--- config.mk ---
export PLATFORM = sky130hd
export DESIGN_NAME = tas_lock_unit
export DESIGN_NICKNAME = d
export VERILOG_FILES = /design/src/rtl/tas_pkg.sv /design/src/rtl/tas_lock_slot.sv /design/src/rtl/tas_slot_pick.sv /design/src/rtl/tas_lock_unit.sv
export SDC_FILE = /design/constraint.sdc
export NUM_CORES = 1
export LEC_CHECK = 0
export BUFFER_PORTS_ARGS = -buffer_cell sky130_fd_sc_hd__clkbuf_2
export CORE_ASPECT_RATIO = 0.6
export CORE_UTILIZATION = 45
export DETAILED_ROUTE_END_ITERATION = 16
export PLACE_DENSITY = 0.65
export SLEW_MARGIN = 20
export SYNTH_ARGS = -nofsm -noshare
export SYNTH_HDL_FRONTEND = slang
export SYNTH_SLANG_ARGS = --single-unit
--- constraint.sdc ---
create_clock -name clk -period 2.8 [get_ports clk]
set_clock_uncertainty 0.15 [all_clocks]
set_input_delay 0.28 -clock clk [delete_from_list [all_inputs] [get_ports clk]]
set_output_delay 0.28 -clock clk [all_outputs]
set_load 0.02 [all_outputs]
--- src/rtl/tas_pkg.sv ---
package tas_pkg;
   typedef enum logic [1:0] {
      DEC_IDLE  = 2'd0,
      DEC_GRANT = 2'd1,
      DEC_RETRY = 2'd2
   } tas_dec_e;
endpackage

--- src/rtl/tas_lock_slot.sv ---
module tas_lock_slot #(
   parameter int ADDR_W = 16,
   parameter int ID_W   = 3,
   parameter int TMO_W  = 12
) (
   input  logic              clk,
   input  logic              rst_n,
   input  logic              arm,
   input  logic              drop,
   input  logic [ADDR_W-1:0] arm_addr,
   input  logic [ID_W-1:0]   arm_id,
   input  logic [TMO_W-1:0]  limit,
   output logic              busy,
   output logic [ADDR_W-1:0] addr,
   output logic [ID_W-1:0]   id,
   output logic              expire
);
   logic [TMO_W-1:0] age;

   assign expire = busy && (age >= limit);

   always_ff @(posedge clk) begin
      if (!rst_n) begin
         busy <= 1'b0;
         age  <= '0;
         addr <= '0;
         id   <= '0;
      end else if (arm) begin
         busy <= 1'b1;
         age  <= '0;
         addr <= arm_addr;
         id   <= arm_id;
      end else if (busy && (drop || expire)) begin
         busy <= 1'b0;
         age  <= '0;
      end else if (busy) begin
         age  <= age + 1'b1;
      end
   end
endmodule

--- src/rtl/tas_slot_pick.sv ---
module tas_slot_pick #(
   parameter int N = 4
) (
   input  logic [N-1:0] free_vec,
   output logic [N-1:0] pick_oh,
   output logic         any_free
);
   always_comb begin
      pick_oh = '0;
      for (int i = N - 1; i >= 0; i--) begin
         if (free_vec[i]) pick_oh = '0 | (N'(1) << i);
      end
   end
   assign any_free = |free_vec;
endmodule

--- src/rtl/tas_lock_unit.sv ---
module tas_lock_unit #(
   parameter int ADDR_W  = 16,
   parameter int DATA_W  = 32,
   parameter int ID_W    = 3,
   parameter int ENTRIES = 4,
   parameter int TMO_W   = 12
) (
   input  logic              clk,
   input  logic              rst_n,
   input  logic [TMO_W-1:0]  tmo_limit,
   input  logic              req_valid,
   input  logic              req_write,
   input  logic              req_atomic,
   input  logic [ID_W-1:0]   req_id,
   input  logic [ADDR_W-1:0] req_addr,
   input  logic [DATA_W-1:0] req_wdata,
   output logic              mem_valid,
   output logic              mem_write,
   output logic [ID_W-1:0]   mem_id,
   output logic [ADDR_W-1:0] mem_addr,
   output logic [DATA_W-1:0] mem_wdata,
   output logic              rsp_valid,
   output logic              rsp_retry,
   output logic [ID_W-1:0]   rsp_id,
   output logic              tmo_err
);
   import tas_pkg::*;

   initial begin
      assert (ENTRIES >= 1) else $fatal(1, "ENTRIES must be at least 1");
      assert (ADDR_W >= 1 && DATA_W >= 1 && ID_W >= 1) else $fatal(1, "widths must be positive");
      assert (TMO_W >= 2) else $fatal(1, "TMO_W must be at least 2");
   end

   logic [ENTRIES-1:0] slot_busy, slot_expire, slot_arm, slot_drop;
   logic [ENTRIES-1:0] addr_hit, own_hit, free_oh;
   logic [ADDR_W-1:0]  slot_addr [ENTRIES];
   logic [ID_W-1:0]    slot_id   [ENTRIES];
   logic               any_free, tas_read, foreign_hit, own_any;
   tas_dec_e           dec;

   genvar g;
   generate
      for (g = 0; g < ENTRIES; g++) begin : g_slot
         tas_lock_slot #(.ADDR_W(ADDR_W), .ID_W(ID_W), .TMO_W(TMO_W)) u_slot (
            .clk      (clk),
            .rst_n    (rst_n),
            .arm      (slot_arm[g]),
            .drop     (slot_drop[g]),
            .arm_addr (req_addr),
            .arm_id   (req_id),
            .limit    (tmo_limit),
            .busy     (slot_busy[g]),
            .addr     (slot_addr[g]),
            .id       (slot_id[g]),
            .expire   (slot_expire[g])
         );
         assign addr_hit[g] = slot_busy[g] && (slot_addr[g] == req_addr);
         assign own_hit[g]  = addr_hit[g] && (slot_id[g] == req_id);
      end
   endgenerate

   tas_slot_pick #(.N(ENTRIES)) u_pick (
      .free_vec (~slot_busy),
      .pick_oh  (free_oh),
      .any_free (any_free)
   );

   assign tas_read    = req_atomic && !req_write;
   assign foreign_hit = |(addr_hit & ~own_hit);
   assign own_any     = |own_hit;

   always_comb begin
      if (!req_valid)                                   dec = DEC_IDLE;
      else if (foreign_hit)                             dec = DEC_RETRY;
      else if (tas_read && !own_any && !any_free)       dec = DEC_RETRY;
      else                                              dec = DEC_GRANT;
   end

   always_comb begin
      slot_arm  = '0;
      slot_drop = '0;
      if (dec == DEC_GRANT) begin
         if (tas_read)       slot_arm  = own_any ? own_hit : free_oh;
         else if (req_write) slot_drop = own_hit;
      end
   end

   always_ff @(posedge clk) begin
      if (!rst_n) begin
         mem_valid <= 1'b0;
         mem_write <= 1'b0;
         mem_id    <= '0;
         mem_addr  <= '0;
         mem_wdata <= '0;
         rsp_valid <= 1'b0;
         rsp_retry <= 1'b0;
         rsp_id    <= '0;
         tmo_err   <= 1'b0;
      end else begin
         mem_valid <= (dec == DEC_GRANT);
         mem_write <= req_write;
         mem_id    <= req_id;
         mem_addr  <= req_addr;
         mem_wdata <= req_wdata;
         rsp_valid <= (dec != DEC_IDLE);
         rsp_retry <= (dec == DEC_RETRY);
         rsp_id    <= req_id;
         tmo_err   <= |(slot_expire & ~slot_arm);
      end
   end
endmodule

==> results.cfg, run 1 <==
[floorplan]
chipHeight_um = 110
die-width_um = 183
std_cell_rows = 39
num_io_pins = 127
floorplan.die_area_um2 = 20200
floorplan.initialDensity = 0.462
placeableCoreArea_um2 = 19100

[drt]
routed_wirelength_um = 22100
drt_drc_violations_left = 0
firstDrtPassIters = 5
num_vias = 7038
dr.first_iter.drc_count = 638
drt.antenna.violating_nets = 0
average_wire_per_cell_in_the_routed_design_um = 15.8
avgViaCountPerCell = 5.03

[pwr]
standby_leakage_power_nw = 4.78
seqPwrFrac = 0.487
power.ir.vdd_worst_mv = 0.496
power.switching_fraction = 0.250
p_int_mw = 4.15
power.combinational.fraction = 0.102
total_switching_power_mw = 1.38
clkPwrFrac = 0.411
p_per_area_nw_per_um2 = 502
fin_total_pwr_mw = 5.53

[clocking]
clock_latency_reported_for_the_late_side_of_the_worst_skew_pair_ns = 0.44
cts_made_buffers = 17
htree_levels = 4
tritoncts_num_sinks = 184
worst_setup_hold_path_clk_slew_ns = 0.07
cts_tree = done
cts_buffer_depth = 2
clk_root_buffer_cell = sky130_fd_sc_hd__clkbuf_16

[placement]
globalplace.congestion = 0.882
dpl.hpwl_um = 16100
placed_instance_area_um2 = 10100
io_buffers = 126

[logic_synthesis]
ys_seq_area_frac = 0.418
syn_inst_count = 929
post_syn_area_per_cell_um2 = 9.48
synth-seq-cells = 184
mappedNetlistArea_um2 = 8810
most_used_dff_post_synth = sky130_fd_sc_hd__dfxtp_1
ys_async_sr_fraction = 0
number_of_distinct_library_cell_variants_in_the_gate_level_netlist_after_synthesis = 57
synth_enable_flop_cells = 0
yosysWarnings = 0
syn-num-nets = 1049

[sta]
final-max-slew-violation-count = 0
grt_setup_unrepaired = yes
setup_viol = 0
final_hold_viol_count = 0
timing.slew.headroom = 0.660
period_needed_ns = 2.71
achievable-frequency_ghz = 0.368
final_min_period_over_clock_period = 0.969
worst_hold_slack_ns = 0.0435
tightest_slew_ns = 0.510
totalNegativeSetupSlack_ns = 0

[grt]
grt_remaining_overflow = 0
grt_busiest_layer = met1
antenna_violations_before_repair = 0
met2_usage = 0.291
grt_max_degree = 42
grt_first_pass_wirelength_um = 34400
track_usage = 0.223
grtUsageMet1 = 0.360
grtUsageMet3 = 0.0512
first_global_vias = 6357

[setup_path]
critical_path.endpoint_type = flip-flop
ff2ff_setup_slack_ns = 0.09
critical_path.reg2reg.startpoint = g_slot[2].u_slot.addr[15]$_SDFFE_PN0P_
worst-endpoint-arrival_ns = 2.89
startpoint = g_slot[2].u_slot.addr[15]$_SDFFE_PN0P_
timing.setup.critical_path_class = flip-flop to flip-flop
worst-path-max-fanout = 6
cp.required_ns = 2.97
worstSetupStartpointType = flip-flop

[finish]
diodes = 0
final_core_utilization = 0.577
drive_gt1_frac = 0.226
nets = 1240
multiInputGateArea_um2 = 4730
area_overhead_vs_synth_pct = 25.1
seqCellArea_um2 = 3680
fin_area_um2 = 11000
layout.filler_cells = 1655

[job]
max_capacitance_violation_count = 0

[min_path]
min_from = req_addr[9]
holdCritPathClass = input port to flip-flop

[run_status]
result_of_the_run = complete, no violations
[power groups by stage]
| stage | logic (mW) | clock network, mW | registers [mW] |
|---|---|---|---|
| 2_1_floorplan | 0.257 | 0 | 2.80 |
| 3_3_place_gp | 0.512 | 0 | 2.75 |
| 3_5_place_dp | 0.516 | 0 | 2.75 |
| 4_1_cts | 0.556 | 2.31 | 2.69 |
| 5_1_grt | 0.612 | 2.41 | 2.70 |
| 6_report | 0.562 | 2.27 | 2.69 |
[state kept, by name, indices dropped and copies added, names as in the netlist, 3 cells and up]
signal              count
mem_wdata              32
g_slot.u_slot.addr     64
g_slot.u_slot.id       12
g_slot.u_slot.busy      4
rsp_id                  3
g_slot.u_slot.age      48
mem_addr               16
[cells in the mapped netlist, types with 2 or more instances]
library cell,count,area (um2)
sky130_fd_sc_hd__and4_1,3,26.3
sky130_fd_sc_hd__buf_6,6,67.6
sky130_fd_sc_hd__nor3_2,11,110
sky130_fd_sc_hd__nand3_1,46,230
sky130_fd_sc_hd__nand4_1,27,169
sky130_fd_sc_hd__buf_2,19,95.1
sky130_fd_sc_hd__a22o_1,2,17.5
sky130_fd_sc_hd__xnor2_1,50,438
sky130_fd_sc_hd__a22oi_1,2,15.0
sky130_fd_sc_hd__o21ai_0,23,115
sky130_fd_sc_hd__nor4_1,8,50.1
sky130_fd_sc_hd__a21oi_1,38,190
sky130_fd_sc_hd__nor2b_1,2,12.5
sky130_fd_sc_hd__a41oi_1,2,17.5
sky130_fd_sc_hd__o21a_1,3,22.5
sky130_fd_sc_hd__nand4b_1,2,17.5
sky130_fd_sc_hd__mux2i_1,61,611
sky130_fd_sc_hd__xor2_1,69,604
sky130_fd_sc_hd__nor2_4,2,22.5
sky130_fd_sc_hd__and2_1,54,338
sky130_fd_sc_hd__dfxtp_1,184,3680
sky130_fd_sc_hd__nor2_1,104,390
sky130_fd_sc_hd__inv_1,25,93.8
sky130_fd_sc_hd__o22a_1,2,17.5
sky130_fd_sc_hd__nand2_1,25,93.8
sky130_fd_sc_hd__clkbuf_1,22,82.6
sky130_fd_sc_hd__a31oi_1,3,18.8
sky130_fd_sc_hd__nand2b_1,11,68.8
sky130_fd_sc_hd__or2_2,2,12.5
sky130_fd_sc_hd__buf_4,12,90.1
sky130_fd_sc_hd__and3_1,9,56.3
sky130_fd_sc_hd__o21ai_1,7,35.0
sky130_fd_sc_hd__nor3_1,10,50.1
sky130_fd_sc_hd__a21o_1,9,67.6
sky130_fd_sc_hd__ha_1,52,651
[critical path, stage by stage, from the launching register on]
cell and delay (ns):
sky130_fd_sc_hd__dfxtp_1 0.32, sky130_fd_sc_hd__xor2_1 0.18, sky130_fd_sc_hd__nor4_1 0.42, sky130_fd_sc_hd__nand2_1 0.14
sky130_fd_sc_hd__or3_4 0.45, sky130_fd_sc_hd__and2_4 0.20, sky130_fd_sc_hd__a41o_4 0.31, sky130_fd_sc_hd__buf_4 0.16
sky130_fd_sc_hd__o21ai_0 0.19, sky130_fd_sc_hd__a21oi_1 0.09
[stage by stage]
| step | instances | setup WS, ns |
|---|---|---|
| 6_report | 1398 | 0.0860 |
| 3_3_place_gp | 1332 | -0.142 |
| 5_1_grt | 1398 | -0.00645 |
| 4_1_cts | 1397 | 0.0423 |
| 2_1_floorplan | 929 | 0.299 |
| 3_5_place_dp | 1332 | -0.203 |
[path summary, 6_finish.rpt]
check / end / cells past startpoint
setup / recovery: g_slot[1].u_slot.id[0]$_SDFFE_PN0P_ / 9
hold / removal: mem_addr[9]$_SDFF_PN0_ / 2
setup reg to reg: g_slot[1].u_slot.id[0]$_SDFFE_PN0P_ / 9
hold reg to reg: g_slot[1].u_slot.addr[15]$_SDFFE_PN0P_ / 2
[cell families (layout without fill, tap and decap cells)]
family                   count (synthesis)  count (layout)  share of synthesized area
AND/OR/NAND/NOR                        325             325                      0.196
flip-flops                             184             184                      0.418
AO/OA/AOI/OAI                          103             103                     0.0750
multiplexers                            61              61                     0.0693
adder cells (fa/ha/maj)                 52              52                     0.0739
buffers and inverters                   85             288                     0.0491
XOR/XNOR                               119             119                      0.118
[per-layer routing]
layer / up-vias / part of all wire
met2: 194 / 0.38
met1: 3290 / 0.55
li1: 3538 / -
met5: - / 0
met4: 0 / 0.0055
met3: 16 / 0.064
[cells in the final DEF, fill, tap and decap left out, types with 3 or more instances in the layout]
master | netlist | routed
sky130_fd_sc_hd__a21o_1 | 9 | 9
sky130_fd_sc_hd__a21oi_1 | 38 | 36
sky130_fd_sc_hd__a31oi_1 | 3 | 3
sky130_fd_sc_hd__and2_1 | 54 | 54
sky130_fd_sc_hd__and3_1 | 9 | 9
sky130_fd_sc_hd__and4_1 | 3 | 3
sky130_fd_sc_hd__buf_12 | 0 | 9
sky130_fd_sc_hd__buf_4 | 12 | 61
sky130_fd_sc_hd__clkbuf_16 | 0 | 17
sky130_fd_sc_hd__clkbuf_2 | 0 | 126
sky130_fd_sc_hd__clkbuf_8 | 0 | 4
sky130_fd_sc_hd__clkinv_4 | 0 | 4
sky130_fd_sc_hd__dfxtp_1 | 184 | 184
sky130_fd_sc_hd__dlygate4sd3_1 | 0 | 34
sky130_fd_sc_hd__ha_1 | 52 | 52
sky130_fd_sc_hd__inv_1 | 25 | 25
sky130_fd_sc_hd__mux2i_1 | 61 | 61
sky130_fd_sc_hd__nand2_1 | 25 | 25
sky130_fd_sc_hd__nand2b_1 | 11 | 11
sky130_fd_sc_hd__nand3_1 | 46 | 46
sky130_fd_sc_hd__nand4_1 | 27 | 27
sky130_fd_sc_hd__nor2_1 | 104 | 104
sky130_fd_sc_hd__nor3_1 | 10 | 10
sky130_fd_sc_hd__nor3_2 | 11 | 11
sky130_fd_sc_hd__nor4_1 | 8 | 6
sky130_fd_sc_hd__o21a_1 | 3 | 3
sky130_fd_sc_hd__o21ai_0 | 23 | 22
sky130_fd_sc_hd__o21ai_1 | 7 | 8
sky130_fd_sc_hd__xnor2_1 | 50 | 50
sky130_fd_sc_hd__xor2_1 | 69 | 69
[cell type report]
cell class                      instances  area share
Tap cell                              266      0.0302
Timing Repair Buffer                  231       0.147
Clock inverter                          9     0.00625
Multi-Input combinational cell        660       0.429
Sequential cell                       184       0.334
Clock buffer                           22      0.0439
Inverter                               26     0.00886
[repair_timing]
action | CTS | global route
buffers inserted | 0 | 1
endpoints found under the setup margin | 7 | 44
endpoints found under the hold margin | 34 | 0
pin swaps | 0 | 3
gates resized for setup | 1 | 6
gates cloned | 0 | 0
hold buffers | 34 | 0
No activity file was read; power rests on OpenSTA's default activity.
==> run 2: changes to the inputs <==
==> constraint.sdc (replaced) <==
create_clock -name clk -period 3.3 [get_ports clk]
set_clock_uncertainty 0.15 [all_clocks]
set_input_delay 0.33 -clock clk [delete_from_list [all_inputs] [get_ports clk]]
set_output_delay 0.33 -clock clk [all_outputs]
set_load 0.02 [all_outputs]
==> run 2 against run 1 <==
Sequential cell count did not move. Clock power fell by 11%. Cell count fell by 3.2%. Largest power group unchanged.
==> results.cfg, run 2 (synthesized netlist as in run 1, its figures left out) <==
[job]
max_capacitance_violation_count = 0

[setup_path]
worst-path-max-fanout = 12
worstSetupStartpointType = flip-flop
crit_chain = inv_1 -> ha_1 -> nand2b_1 -> a2111o_1 -> a31oi_1 -> o21ai_0 -> a22oi_1 -> o211ai_1 -> or2_2 -> nor2_1
critical-path-max-stage-delay_ns = 0.43
cp.required_ns = 3.52
critPathSlowestCell = sky130_fd_sc_hd__or2_2
timing.setup.critical_path_class = flip-flop to flip-flop
critical_path.endpoint_type = flip-flop
worst-endpoint-arrival_ns = 3.08

[sta]
totalNegativeSetupSlack_ns = 0
period_needed_ns = 2.86
final_hold_viol_count = 0
timing.slew.headroom = 0.541
tightest_slew_ns = 0.688
setup_ws_ns = 0.440
setup_viol = 0
grt_setup_unrepaired = no
achievable-frequency_ghz = 0.350
final-max-slew-violation-count = 0
final_min_period_over_clock_period = 0.867

[finish]
largest_reg_flops = 64
layout_commonest_cell = sky130_fd_sc_hd__dfxtp_1
nets = 1195
layout_common_cells = sky130_fd_sc_hd__dfxtp_1, sky130_fd_sc_hd__clkbuf_2, sky130_fd_sc_hd__nor2_1
area_overhead_vs_synth_pct = 20.5
diodes = 0
drive_gt1_frac = 0.193
biggestRegsByFlops = g_slot.u_slot.addr x64, g_slot.u_slot.age x48, mem_wdata x32
layout.cells.non_filler = 1353
max_flop_register = g_slot.u_slot.addr

[clocking]
clock_latency_reported_for_the_late_side_of_the_worst_skew_pair_ns = 0.43
worst_setup_hold_path_clk_slew_ns = 0.07
cts.repair_timing.setup_buffer_count = 0
cts_buffer_depth = 2
tritoncts_num_sinks = 184
cts_tree = done
htree_levels = 4
cts_made_buffers = 17
postCtsResizedCells = 0
clk_root_buffer_cell = sky130_fd_sc_hd__clkbuf_16

[floorplan]
chipHeight_um = 110
die-width_um = 183
floorplan.die_area_um2 = 20200
num_io_pins = 127
floorplan.initialDensity = 0.462
std_cell_rows = 39
placeableCoreArea_um2 = 19100

[pwr]
fin_total_pwr_mw = 4.76
p_per_area_nw_per_um2 = 448
standby_leakage_power_nw = 4.54
power.ir.vdd_worst_mv = 0.370

[grt]
grt_first_pass_wirelength_um = 33300
grt_max_degree = 51
grt_remaining_overflow = 0
antenna_violations_before_repair = 0
track_usage = 0.216
first_global_vias = 6065

[drt]
dr.first_iter.drc_count = 543
average_wire_per_cell_in_the_routed_design_um = 15.8
drt.antenna.violating_nets = 0
num_vias = 6840
drt_drc_violations_left = 0
firstDrtPassIters = 5
avgViaCountPerCell = 5.06
routed_wirelength_um = 21400

[placement]
io_buffers = 126
placement.setup.worst_slack_ns = 0.343
globalplace.congestion = 0.887
post-place-cells = 1290
dpl.hpwl_um = 15200

[run_status]
result_of_the_run = complete, no violations

[min_path]
holdCritPathClass = input port to flip-flop
[run 2: cell count changes in the layout (fill, tap and decap cells not counted), sizes merged]
cell	before	now
buf	71	28
bufinv	0	2
clkbuf	148	147
clkinv	6	1
clkinvlp	2	5
dlygate4sd3	34	32
inv	27	28
[run 2: path summary, 6_finish.rpt]
path | from | end | slack [ns] | depth (start not counted)
setup / recovery | g_slot[2].u_slot.age[0]$_SDFFE_PP0P_ | g_slot[2].u_slot.age[4]$_SDFFE_PP0P_ | 0.44 | 10
hold / removal | req_write | mem_write$_SDFF_PN0_ | 0.09 | 2
setup reg to reg | g_slot[2].u_slot.age[0]$_SDFFE_PP0P_ | g_slot[2].u_slot.age[4]$_SDFFE_PP0P_ | 0.44 | 10
hold reg to reg | g_slot[1].u_slot.addr[10]$_SDFFE_PN0P_ | g_slot[1].u_slot.addr[10]$_SDFFE_PN0P_ | 0.34 | 2
[run 2: per-layer routing]
metal  wire (um)  up-vias  track usage  share of wire
li1            -     3444            -              -
met1       11600     3170        0.337           0.54
met2        7990      209        0.286           0.37
met3        1600       17       0.0641          0.075
met4         144        0       0.0384         0.0067
met5           0        -            0              0
[run 2: worst max-delay path, delay by kind of cell (launching register included)]
| kind | cells | cell delay (ns) |
|---|---|---|
| AND/OR/NAND/NOR | 3 | 0.71 |
| AO/OA/AOI/OAI | 5 | 1.17 |
| buffers and inverters | 1 | 0.08 |
| adder cells (fa/ha/maj) | 1 | 0.27 |
| flip-flops | 1 | 0.42 |
[run 2: layout make-up]
| class | count | area (um2) |
|---|---|---|
| multi-input cells | 660 | 4700 |
| well taps | 266 | 333 |
| repair buffers | 186 | 1220 |
| clock inverters | 10 | 120 |
| flip-flops and latches | 184 | 3680 |
| inverters | 26 | 97.6 |
| clock buffers | 21 | 460 |
| fillers | 1718 | 8460 |
[run 2: metrics by stage]
stage                     utilization  instance area [um2]  hold WS [ns]
after floorplan                     -                 8810         0.302
after global placement          0.509                 9720         0.324
after detailed placement        0.509                 9720         0.330
after CTS                       0.557                10600        0.0564
after global routing            0.557                10600        0.0696
final                           0.557                10600        0.0851
[run 2: power by group]
group / internal, mW / leakage (nW) / switching, mW
sequential: 2.27 / 1.50 / 0.0193
combinational: 0.179 / 2.77 / 0.263
clock: 1.16 / 0.268 / 0.878
[run 2: timing repair]
item / in CTS / in global routing
hold endpoints to repair: 32 / 0
endpoints found under the setup margin: 0 / 0
hold buffers: 32 / 0
